**config.mk**
```make
export PLATFORM = sky130hd
export DESIGN_NAME = step_seq_core
export DESIGN_NICKNAME = d
export VERILOG_FILES = /design/src/rtl/seq_pkg.sv /design/src/rtl/seq_run_ctrl.sv /design/src/rtl/seq_dir_ctrl.sv /design/src/rtl/seq_step_counter.sv /design/src/rtl/seq_step_decode.sv /design/src/rtl/step_seq_core.sv
export SDC_FILE = /design/constraint.sdc
export NUM_CORES = 1
export LEC_CHECK = 0
export BUFFER_PORTS_ARGS = -buffer_cell sky130_fd_sc_hd__clkbuf_2
export CAP_MARGIN = 10
export CORE_MARGIN = 10
export CORE_UTILIZATION = 45
export CTS_BUF_LIST = sky130_fd_sc_hd__clkbuf_4
export CTS_CLUSTER_DIAMETER = 100
export CTS_CLUSTER_SIZE = 28
export DETAILED_ROUTE_END_ITERATION = 12
export GPL_TIMING_DRIVEN = 0
export PLACE_DENSITY = 0.8
export SYNTH_ARGS = -nofsm -noshare
export SYNTH_HDL_FRONTEND = slang
export SYNTH_SLANG_ARGS = --single-unit
```
**constraint.sdc**
```tcl
create_clock -name clk -period 3.63 [get_ports clk]
set_clock_uncertainty 0.15 [all_clocks]
set_input_delay 0.726 -clock clk [delete_from_list [all_inputs] [get_ports clk]]
set_output_delay 0.726 -clock clk [all_outputs]
set_load 0.05 [all_outputs]
```
**src/rtl/seq_pkg.sv**
```systemverilog
package seq_pkg;

  typedef enum logic [1:0] {
    MODE_BOUNCE = 2'd0,
    MODE_WRAP   = 2'd1,
    MODE_FULL   = 2'd2,
    MODE_RANDOM = 2'd3
  } seq_mode_e;

endpackage

```
**src/rtl/seq_run_ctrl.sv**
```systemverilog
module seq_run_ctrl (
  input  logic clk,
  input  logic rst_n,
  input  logic run_toggle_i,
  input  logic osc_i,
  output logic run_o,
  output logic run_clk_o,
  output logic auto_step_o
);

  logic run_q, run_d;
  logic osc_prev_q;
  logic run_clk;

  // next state
  always_comb begin
    run_d = run_q;
    if (run_toggle_i) run_d = ~run_q;
  end

  assign run_clk = osc_i & run_q;

  // registers
  always_ff @(posedge clk or negedge rst_n) begin
    if (!rst_n) begin
      run_q      <= 1'b0;
      osc_prev_q <= 1'b0;
    end else begin
      if (run_toggle_i) run_q <= run_d;
      osc_prev_q <= run_clk;
    end
  end

  assign run_o       = run_q;
  assign run_clk_o   = run_clk;
  assign auto_step_o = run_clk & ~osc_prev_q;

  // toggle pulse flips the run flag
  p_toggle_r2: assert property (@(posedge clk) disable iff (!rst_n)
    run_toggle_i |=> (run_o != $past(run_o)));

  // stopped means no clock and no step
  p_stop_quiet_r2: assert property (@(posedge clk) disable iff (!rst_n)
    !run_o |-> (!auto_step_o && !run_clk_o));

endmodule

```
**src/rtl/seq_dir_ctrl.sv**
```systemverilog
module seq_dir_ctrl
  import seq_pkg::*;
#(
  parameter int STEP_W = 4
) (
  input  logic              clk,
  input  logic              rst_n,
  input  logic [STEP_W-1:0] count_i,
  input  logic [STEP_W-1:0] end_step_i,
  input  seq_mode_e         mode_i,
  output logic              dir_up_o
);

  logic dir_q, dir_eff;

  // next state: zero forces up, end step in bounce mode forces down
  always_comb begin
    dir_eff = dir_q;
    if (count_i == '0)
      dir_eff = 1'b1;
    else if (mode_i == MODE_BOUNCE && count_i == end_step_i)
      dir_eff = 1'b0;
  end

  always_ff @(posedge clk or negedge rst_n) begin
    if (!rst_n) dir_q <= 1'b1;
    else        dir_q <= dir_eff;
  end

  assign dir_up_o = dir_eff;

  // registered direction is up one cycle after sitting at zero
  p_dir_zero_r6: assert property (@(posedge clk) disable iff (!rst_n)
    (count_i == '0) |=> dir_q);

endmodule

```
**src/rtl/seq_step_counter.sv**
```systemverilog
module seq_step_counter
  import seq_pkg::*;
#(
  parameter int STEP_W = 4
) (
  input  logic              clk,
  input  logic              rst_n,
  input  logic              clr_i,
  input  seq_mode_e         mode_i,
  input  logic [STEP_W-1:0] end_step_i,
  input  logic              dir_up_i,
  input  logic              auto_i,
  input  logic              man_up_i,
  input  logic              man_dn_i,
  input  logic [STEP_W-1:0] load_val_i,
  output logic [STEP_W-1:0] count_o
);

  logic [STEP_W-1:0] count_q, count_d;
  logic [STEP_W-1:0] up_val, dn_val;
  logic              manual_any;

  always_comb begin
    up_val = count_q + 1'b1;
    if (mode_i == MODE_WRAP && count_q == end_step_i) up_val = '0;
    dn_val     = count_q - 1'b1;
    manual_any = man_up_i | man_dn_i;

    count_d = count_q;
    if (clr_i)
      count_d = '0;
    else if (mode_i == MODE_RANDOM) begin
      if (auto_i) count_d = load_val_i;
    end else if (manual_any) begin
      if (man_up_i && !man_dn_i)      count_d = up_val;
      else if (man_dn_i && !man_up_i) count_d = dn_val;
    end else if (auto_i)
      count_d = dir_up_i ? up_val : dn_val;
  end

  always_ff @(posedge clk or negedge rst_n) begin
    if (!rst_n) count_q <= '0;
    else        count_q <= count_d;
  end

  assign count_o = count_q;

  // clear wins
  p_clear_zero_r5: assert property (@(posedge clk) disable iff (!rst_n)
    clr_i |=> (count_o == '0));

  // no source, no change
  p_hold_idle_r3: assert property (@(posedge clk) disable iff (!rst_n)
    (!clr_i && !auto_i && !man_up_i && !man_dn_i) |=> $stable(count_o));

  // random mode loads the value on an automatic step
  p_rand_load_r10: assert property (@(posedge clk) disable iff (!rst_n)
    (mode_i == MODE_RANDOM && auto_i && !clr_i) |=> (count_o == $past(load_val_i)));

  // random mode ignores manual steps
  p_rand_manual_r10: assert property (@(posedge clk) disable iff (!rst_n)
    (mode_i == MODE_RANDOM && !auto_i && !clr_i) |=> $stable(count_o));

  // up step from the end step returns to zero in wrap mode
  p_wrap_end_r8: assert property (@(posedge clk) disable iff (!rst_n)
    (mode_i == MODE_WRAP && !clr_i && man_up_i && !man_dn_i && count_o == end_step_i)
      |=> (count_o == '0));

endmodule

```
**src/rtl/seq_step_decode.sv**
```systemverilog
module seq_step_decode #(
  parameter int STEP_W = 4,
  parameter int NSTEPS = 16
) (
  input  logic              clk,
  input  logic              rst_n,
  input  logic [STEP_W-1:0] count_i,
  input  logic              run_clk_i,
  input  logic [NSTEPS-1:0] gate_en_i,
  output logic [NSTEPS-1:0] step_o,
  output logic              gate_o
);

  logic [NSTEPS-1:0] gate_line;

  for (genvar g = 0; g < NSTEPS; g++) begin : g_step
    assign step_o[g]    = (count_i == STEP_W'(g));
    assign gate_line[g] = step_o[g] & gate_en_i[g];
  end

  assign gate_o = run_clk_i & (|gate_line);

  // exactly one step line is active
  p_onehot_r11: assert property (@(posedge clk) disable iff (!rst_n)
    $countones(step_o) == 1);

  // gate only while the gated clock is high
  p_gate_clk_r12: assert property (@(posedge clk) disable iff (!rst_n)
    gate_o |-> run_clk_i);

endmodule

```
**src/rtl/step_seq_core.sv**
```systemverilog
module step_seq_core
  import seq_pkg::*;
#(
  parameter int STEP_W    = 4,
  parameter int END_SEL_W = 4,
  parameter int END_MIN   = 4
) (
  input  logic                    clk,
  input  logic                    rst_n,
  input  logic                    osc_i,
  input  logic                    run_btn_i,
  input  logic                    up_btn_i,
  input  logic                    dn_btn_i,
  input  logic                    clr_btn_i,
  input  logic [1:0]              mode_i,
  input  logic [END_SEL_W-1:0]    end_sel_i,
  input  logic [STEP_W-1:0]       rand_i,
  input  logic [(1<<STEP_W)-1:0]  gate_en_i,
  output logic [STEP_W-1:0]       count_o,
  output logic [(1<<STEP_W)-1:0]  step_o,
  output logic                    gate_o,
  output logic                    run_clk_o
);

  localparam int NSTEPS = 1 << STEP_W;
  localparam int SUM_W  = ((STEP_W > END_SEL_W) ? STEP_W : END_SEL_W) + 1;

  logic [1:0]        rst_pipe;
  logic              rst_core_n;
  seq_mode_e         mode;
  logic [SUM_W-1:0]  end_sum;
  logic [STEP_W-1:0] end_step;
  logic              run_flag, run_clk, auto_step, dir_up;
  logic [STEP_W-1:0] count;

  // reset: asynchronous assert, synchronous release
  always_ff @(posedge clk or negedge rst_n) begin
    if (!rst_n) rst_pipe <= '0;
    else        rst_pipe <= {rst_pipe[0], 1'b1};
  end
  assign rst_core_n = rst_pipe[1];

  assign mode = seq_mode_e'(mode_i);

  // end step selection with clamp at the last step
  always_comb begin
    end_sum = SUM_W'(end_sel_i) + SUM_W'(END_MIN);
    if (end_sum > SUM_W'(NSTEPS - 1)) end_step = STEP_W'(NSTEPS - 1);
    else                              end_step = end_sum[STEP_W-1:0];
  end

  seq_run_ctrl u_run (
    .clk          (clk),
    .rst_n        (rst_core_n),
    .run_toggle_i (run_btn_i),
    .osc_i        (osc_i),
    .run_o        (run_flag),
    .run_clk_o    (run_clk),
    .auto_step_o  (auto_step)
  );

  seq_dir_ctrl #(.STEP_W(STEP_W)) u_dir (
    .clk        (clk),
    .rst_n      (rst_core_n),
    .count_i    (count),
    .end_step_i (end_step),
    .mode_i     (mode),
    .dir_up_o   (dir_up)
  );

  seq_step_counter #(.STEP_W(STEP_W)) u_cnt (
    .clk        (clk),
    .rst_n      (rst_core_n),
    .clr_i      (clr_btn_i),
    .mode_i     (mode),
    .end_step_i (end_step),
    .dir_up_i   (dir_up),
    .auto_i     (auto_step),
    .man_up_i   (up_btn_i),
    .man_dn_i   (dn_btn_i),
    .load_val_i (rand_i),
    .count_o    (count)
  );

  seq_step_decode #(.STEP_W(STEP_W), .NSTEPS(NSTEPS)) u_dec (
    .clk       (clk),
    .rst_n     (rst_core_n),
    .count_i   (count),
    .run_clk_i (run_clk),
    .gate_en_i (gate_en_i),
    .step_o    (step_o),
    .gate_o    (gate_o)
  );

  assign count_o   = count;
  assign run_clk_o = run_clk;

  // automatic step out of zero always climbs
  p_zero_up_r6: assert property (@(posedge clk) disable iff (!rst_core_n)
    (count == '0 && mode != MODE_RANDOM && auto_step && !clr_btn_i && !up_btn_i && !dn_btn_i)
      |=> (count_o == STEP_W'(1)));

  // automatic step at the end step in bounce mode descends
  p_bounce_down_r7: assert property (@(posedge clk) disable iff (!rst_core_n)
    (mode == MODE_BOUNCE && count == end_step && auto_step && !clr_btn_i && !up_btn_i && !dn_btn_i)
      |=> (count_o == STEP_W'($past(count_o) - 1'b1)));

  // core reset leaves the sequencer stopped
  p_reset_stopped_r1: assert property (@(posedge clk)
    !rst_core_n |-> (!run_clk_o && count_o == '0));

endmodule

```
======== After elaboration in Yosys (flattened, before gate mapping) ========
Index checks and enable logic that the tools add are counted.
word-level totals
  bits of input ports ..................... 33
  flip-flop bits (word level) ............. 9
  logic and storage cells ................. 74
  output and inout bits ................... 22
operators by class
  magnitude comparators ................... 1
  reduce and logical (&&, ||, !) cells .... 11
  bitwise gates (word level) .............. 22
  equality and inequality tests ........... 20
  muxes and demuxes ....................... 12
  add/subtract/negate cells ............... 3
operators with widths
  kind                                                                    count
  4-bit two-way mux                                                       10
  4-bit equality test (second input constant)                             8
  1-bit bitwise AND                                                       19
  4-bit by 3-bit equality test with 1-bit output (second input constant)  4
  16-bit OR reduction                                                     1
  4-bit by 2-bit equality test with 1-bit output (second input constant)  2
  4-bit by 3-bit adder with 5-bit output (second input constant)          1
  5-bit by 4-bit > comparator with 1-bit output (second input constant)   1
  5-bit != test (second input constant)                                   1
  4-bit by 1-bit adder with 4-bit output (second input constant)          1
  4-bit by 1-bit equality test with 1-bit output (second input constant)  1
  4-bit equality test                                                     1
  1-bit logical AND                                                       4
  4-bit zero test                                                         1
  4-bit by 1-bit subtractor with 4-bit output (second input constant)     1
  3-bit != test (second input constant)                                   1
  3-bit AND reduction                                                     1
  3-bit nonzero test                                                      1
  2-bit by 1-bit equality test with 1-bit output (second input constant)  1
  2-bit equality test (second input constant)                             1
  1-bit zero test                                                         2
  2-bit zero test                                                         1
  1-bit two-way mux                                                       2
  1-bit inverter                                                          2
  1-bit bitwise OR                                                        1

======== Logic depth before layout (Yosys ltp) ========
  depth in word-level cells ............... 12
  depth in mapped cells ................... 7
  mapped depth without buffers ............ 7

======== Cells and area by module ========
A second synthesis with hierarchy kept.
second synthesis, totals
  cells, all modules ...................... 133
  area total of the unflattened synthesis .. 1079.8 um2
modules (own cells, without submodules)
  module            times used  cells an instance  sequential area each (um2)  area each (um2)
  seq_step_counter  1           55                 100.1                       459.2
  seq_step_decode   1           53                 0.0                         342.8
  step_seq_core     1           10                 50.0                        107.6
  seq_dir_ctrl      1           10                 26.3                        93.8
  seq_run_ctrl      1           5                  50.0                        76.3

======== Least setup slack after synthesis ========
No wires, ideal clock.
  path kind ............................... register to output
  from .................................... register u_cnt.count_q[3] (netlist: u_cnt.count_o[3])
  to ...................................... output port gate_o
  buffers on the path ..................... 1
  setup slack ............................. -0.267 ns
  cell stages (with the launch flop) ...... 7
  arrival time ............................ 3.021 ns
  required time ........................... 2.754 ns
  path through ............................ dfrtp_1 buf_2 nor2b_1 and2_1 a22o_1 a211oi_1 a21boi_0
between the ends
  cells in the longest elaborated chain, start to end .. 4
  elaborated cells between the ends (all ways) .. 34
  classes of those cells .................. eq/ne: 15; bitwise: 17; reduce/logical: 2
RTL lines
  item                      line                    source
  start: declaration        seq_step_counter.sv:19  logic [STEP_W-1:0] count_q, count_d;
  start signal: assignment  seq_step_counter.sv:43  else count_q <= count_d;
  4-bit equality test       seq_step_decode.sv:17   assign step_o[g] = (count_i == STEP_W'(g));
  via step_o[8]             step_seq_core.sv:20     output logic [(1<<STEP_W)-1:0] step_o,
  1-bit bitwise AND         seq_step_decode.sv:18   assign gate_line[g] = step_o[g] & gate_en_i[g];
  16-bit OR reduction       seq_step_decode.sv:21   assign gate_o = run_clk_i & (|gate_line);
  1-bit bitwise AND         seq_step_decode.sv:21
  end: declaration          step_seq_core.sv:21     output logic gate_o,
The timed path passes the listed nets, and every way through them passes these cells.

======== Worst setup path in the final report ========
  from .................................... register u_cnt.count_q[1] (netlist: u_cnt.count_o[1])
  to ...................................... output port gate_o
between the ends
  cells in the longest elaborated chain, start to end .. 4
  elaborated cells between the ends (all ways) .. 34
  classes of those cells .................. eq/ne: 15; bitwise: 17; reduce/logical: 2
RTL lines
  item                                                                          line
  4-bit by 1-bit equality test with 1-bit output, or another cell as far along  seq_step_decode.sv:17
  1-bit bitwise AND                                                             seq_step_decode.sv:18
  16-bit OR reduction (*)                                                       seq_step_decode.sv:21
  1-bit bitwise AND (*)                                                         seq_step_decode.sv:21
Mark *: on every way between the ends. The rest lies on a longest branch, timed or not.

==> out/qor.csv <==
metric;value;unit
outcome;finished clean;
grt_use_total;0.143;
clkSinkCount;9;
io_buffer_count;54;
hold_viol;0;
reg2reg_depth;7;
syn_to_final_growth;33.9;%
cp-start-kind;flop;
rows;17;
synth.distinct_cells;45;
ys_warn_count;0;
clockBufferDepth;2;
finalMaxSlewViolations;0;
fp.dieH;67.6;µm
io_pins;55;
clk_pin_slew;0.07;ns
switching_power;0.296;mW
drive_gt1_frac;0.360;
core;2190;µm²
cts_tree;built;
intPower;0.286;mW
cap_violations;0;
syn_nets;164;
post_cts_resized;0;
syn_avg_cell_area;8.02;µm²
max_stage_delay;0.52;ns
syn_area;1020;µm²
async_reset_ff_frac;1.00;
fin_crit;3.17;ns
period_share;0.874;
drtIter0Drc;79;
crit_chain;inv_1 -> ha_1 -> and2_1 -> a22o_1 -> a211oi_1 -> a21boi_1 -> clkbuf_2;
rrSetupSlack;1.04;ns
slew-limit-headroom;0.618;
n_antenna_cell;0;
netlist.area_leader.share;0.197;
dieArea;4570;µm²
grt_max_degree;11;
fp.dieW;67.6;µm
synth.largest_area_cell;dfrtp_1;
cp.arrival;2.30;ns
path_class;reg2out;
dp_hpwl;2720;µm
ctsHoldBuffers;1;
start_util;0.465;
cp-end-kind;output pin;
ant_nets;0;
fmax;315;MHz
path_max_fanout;9;
post_cts_buffers;0;
finalSetupViolations;0;
drc_errors;0;
slowest_stage;dfrtp_1;
hold_path.class;reg2async;
rsz0062_at_grt;false;
seqPwrFrac;0.241;
routabilityCongestion;0.935;
grt_pass1_vias;1164;
totalPowerFinal;0.582;mW
drt-total-wl;3270;µm
ys_seq_area_frac;0.222;
antenna_found_initial;0;
gr-total-overflow;0;
grt_pass1_wl;5300;µm
cts_buffers;3;
ys.flop_type;dfrtp_1;
synthCells;127;
worst_pin_slew;0.569;ns
switching_share;0.509;
r2r_start;u_cnt.count_o[1];
setup_tns;0;ns
cts-root-buf;clkbuf_4;
p_comb_frac;0.613;
wl_per_cell;15.3;µm
fin_nets;224;
via_count;1206;
yosys-top-cells-area;dfrtp_1, and2_1, ha_1;
h-tree-depth;1;
drt-vias-per-instance;5.64;
cp.required;2.75;ns
drt_pass1_iterations;4;
vdd_drop_max;0.273;mV
r2r-end;u_cnt.count_o[1];
power_frac_clock;0.147;
synth_edf_count;0;
clk_latency;0.26;ns
ys_ff_latch;9;
power_density;427;nW/µm²
total_leakage_power;0.689;nW
num-fill-cells;192;
how the worst max path moves through the flow:
stage	endpoint	slack (ns)	cells after the start	startpoint
after CTS	gate_o	0.45	7	u_cnt.count_o[0]
after global routing	gate_o	0.25	7	u_cnt.count_o[0]
final	gate_o	0.46	7	u_cnt.count_o[1]
after detailed placement	gate_o	0.73	7	u_cnt.count_o[0]
after floorplan	gate_o	0.12	6	u_cnt.count_o[3]
after global placement	gate_o	0.77	7	u_cnt.count_o[0]
cells by family (layout without fill, tap and decap cells):
| group | after synthesis | count (layout) | share of synthesized area |
|---|---|---|---|
| flip-flops | 9 | 9 | 0.222 |
| multiplexers | 1 | 1 | 0.0111 |
| other | 1 | 1 | 0.00368 |
| adder cells (fa/ha/maj) | 4 | 4 | 0.0491 |
| buffers and inverters | 7 | 66 | 0.0282 |
| AO/OA/AOI/OAI | 39 | 39 | 0.299 |
| AND/OR/NAND/NOR | 60 | 60 | 0.335 |
| XOR/XNOR | 6 | 6 | 0.0516 |
cell type report:
type / instances / area, µm² / area share
tap: 28 / 35.0 / 0.0257
multi-input combinational: 111 / 763 / 0.560
sequential: 9 / 226 / 0.166
timing repair buffer: 55 / 280 / 0.206
inverter: 3 / 11.3 / 0.00826
clock buffer: 4 / 30.0 / 0.0220
buffer: 4 / 17.5 / 0.0128
cell usage after synthesis, types with 2 or more instances:
cell type  count
and3b_1        2
and3_1         4
dfrtp_1        8
a211oi_1       3
and2_1        12
nor2_1        11
nor2b_1        4
a22oi_1        4
ha_1           4
nand3b_1       2
nand3_1        4
or3_1          2
inv_1          3
buf_2          2
a2111oi_2      2
nand2_1        4
o21ai_0        6
xor2_1         5
nor3_1         8
nand2b_1       3
o211ai_1       4
a21oi_1        5
a21o_1         3
power by group through the flow:
| stage | Sequential, mW | Clock (mW) | Combinational [mW] |
|---|---|---|---|
| floorplan | 0.164 | 0 | 0.240 |
| global placement | 0.142 | 0 | 0.348 |
| detailed placement | 0.143 | 0 | 0.353 |
| CTS | 0.140 | 0.0861 | 0.357 |
| global route | 0.144 | 0.0955 | 0.389 |
| finish | 0.140 | 0.0854 | 0.356 |
registers in the layout, indices dropped and copies added, names as in the netlist:
register	count
u_run.run_o	1
u_cnt.count_o	4
u_dir.dir_q	1
rst_pipe	2
u_run.osc_prev_q	1
placed cells by master, fill, tap and decap left out, drive strengths merged, types with 3 or more instances in the layout:
cell type and count:
a21oi 5, a22oi 4, ha 4, dfrtp 8
nor2 11, a211oi 4, clkbuf 59, nand2b 3
o21ai 6, buf 3, o211ai 5, inv 3
and3 4, and2 12, nand3 4, nand2 4
a21o 3, xor2 5, nor2b 4, nor3 8
metrics by stage:
stage                     cells  utilization  setup WS, ns  cell area, µm²  hold slack (ns)
after floorplan             127            -         0.117            1020          -0.0693
after global placement      209        0.604         0.774            1320          -0.0153
after detailed placement    209        0.604         0.733            1320          -0.0220
after CTS                   214        0.623         0.453            1360           0.0817
after global routing        214        0.623         0.250            1360           0.0800
final                       214        0.623         0.457            1360           0.0695
metal layers:
metal,up-vias,global-route usage,share of wire
li1,594,-,-
met1,545,0.156,0.40
met2,62,0.248,0.43
met3,5,0.0661,0.16
met4,0,0.0333,0.0073
met5,-,0,0
critical path, delay by kind of cell (launching register included):
| family | cells | cell delay, ns |
|---|---|---|
| AO/OA/AOI/OAI | 3 | 0.62 |
| flip-flops | 1 | 0.52 |
| buffers and inverters | 2 | 0.39 |
| adder cells (fa/ha/maj) | 1 | 0.31 |
| AND/OR/NAND/NOR | 1 | 0.20 |
(Power assumes the default switching activity.)
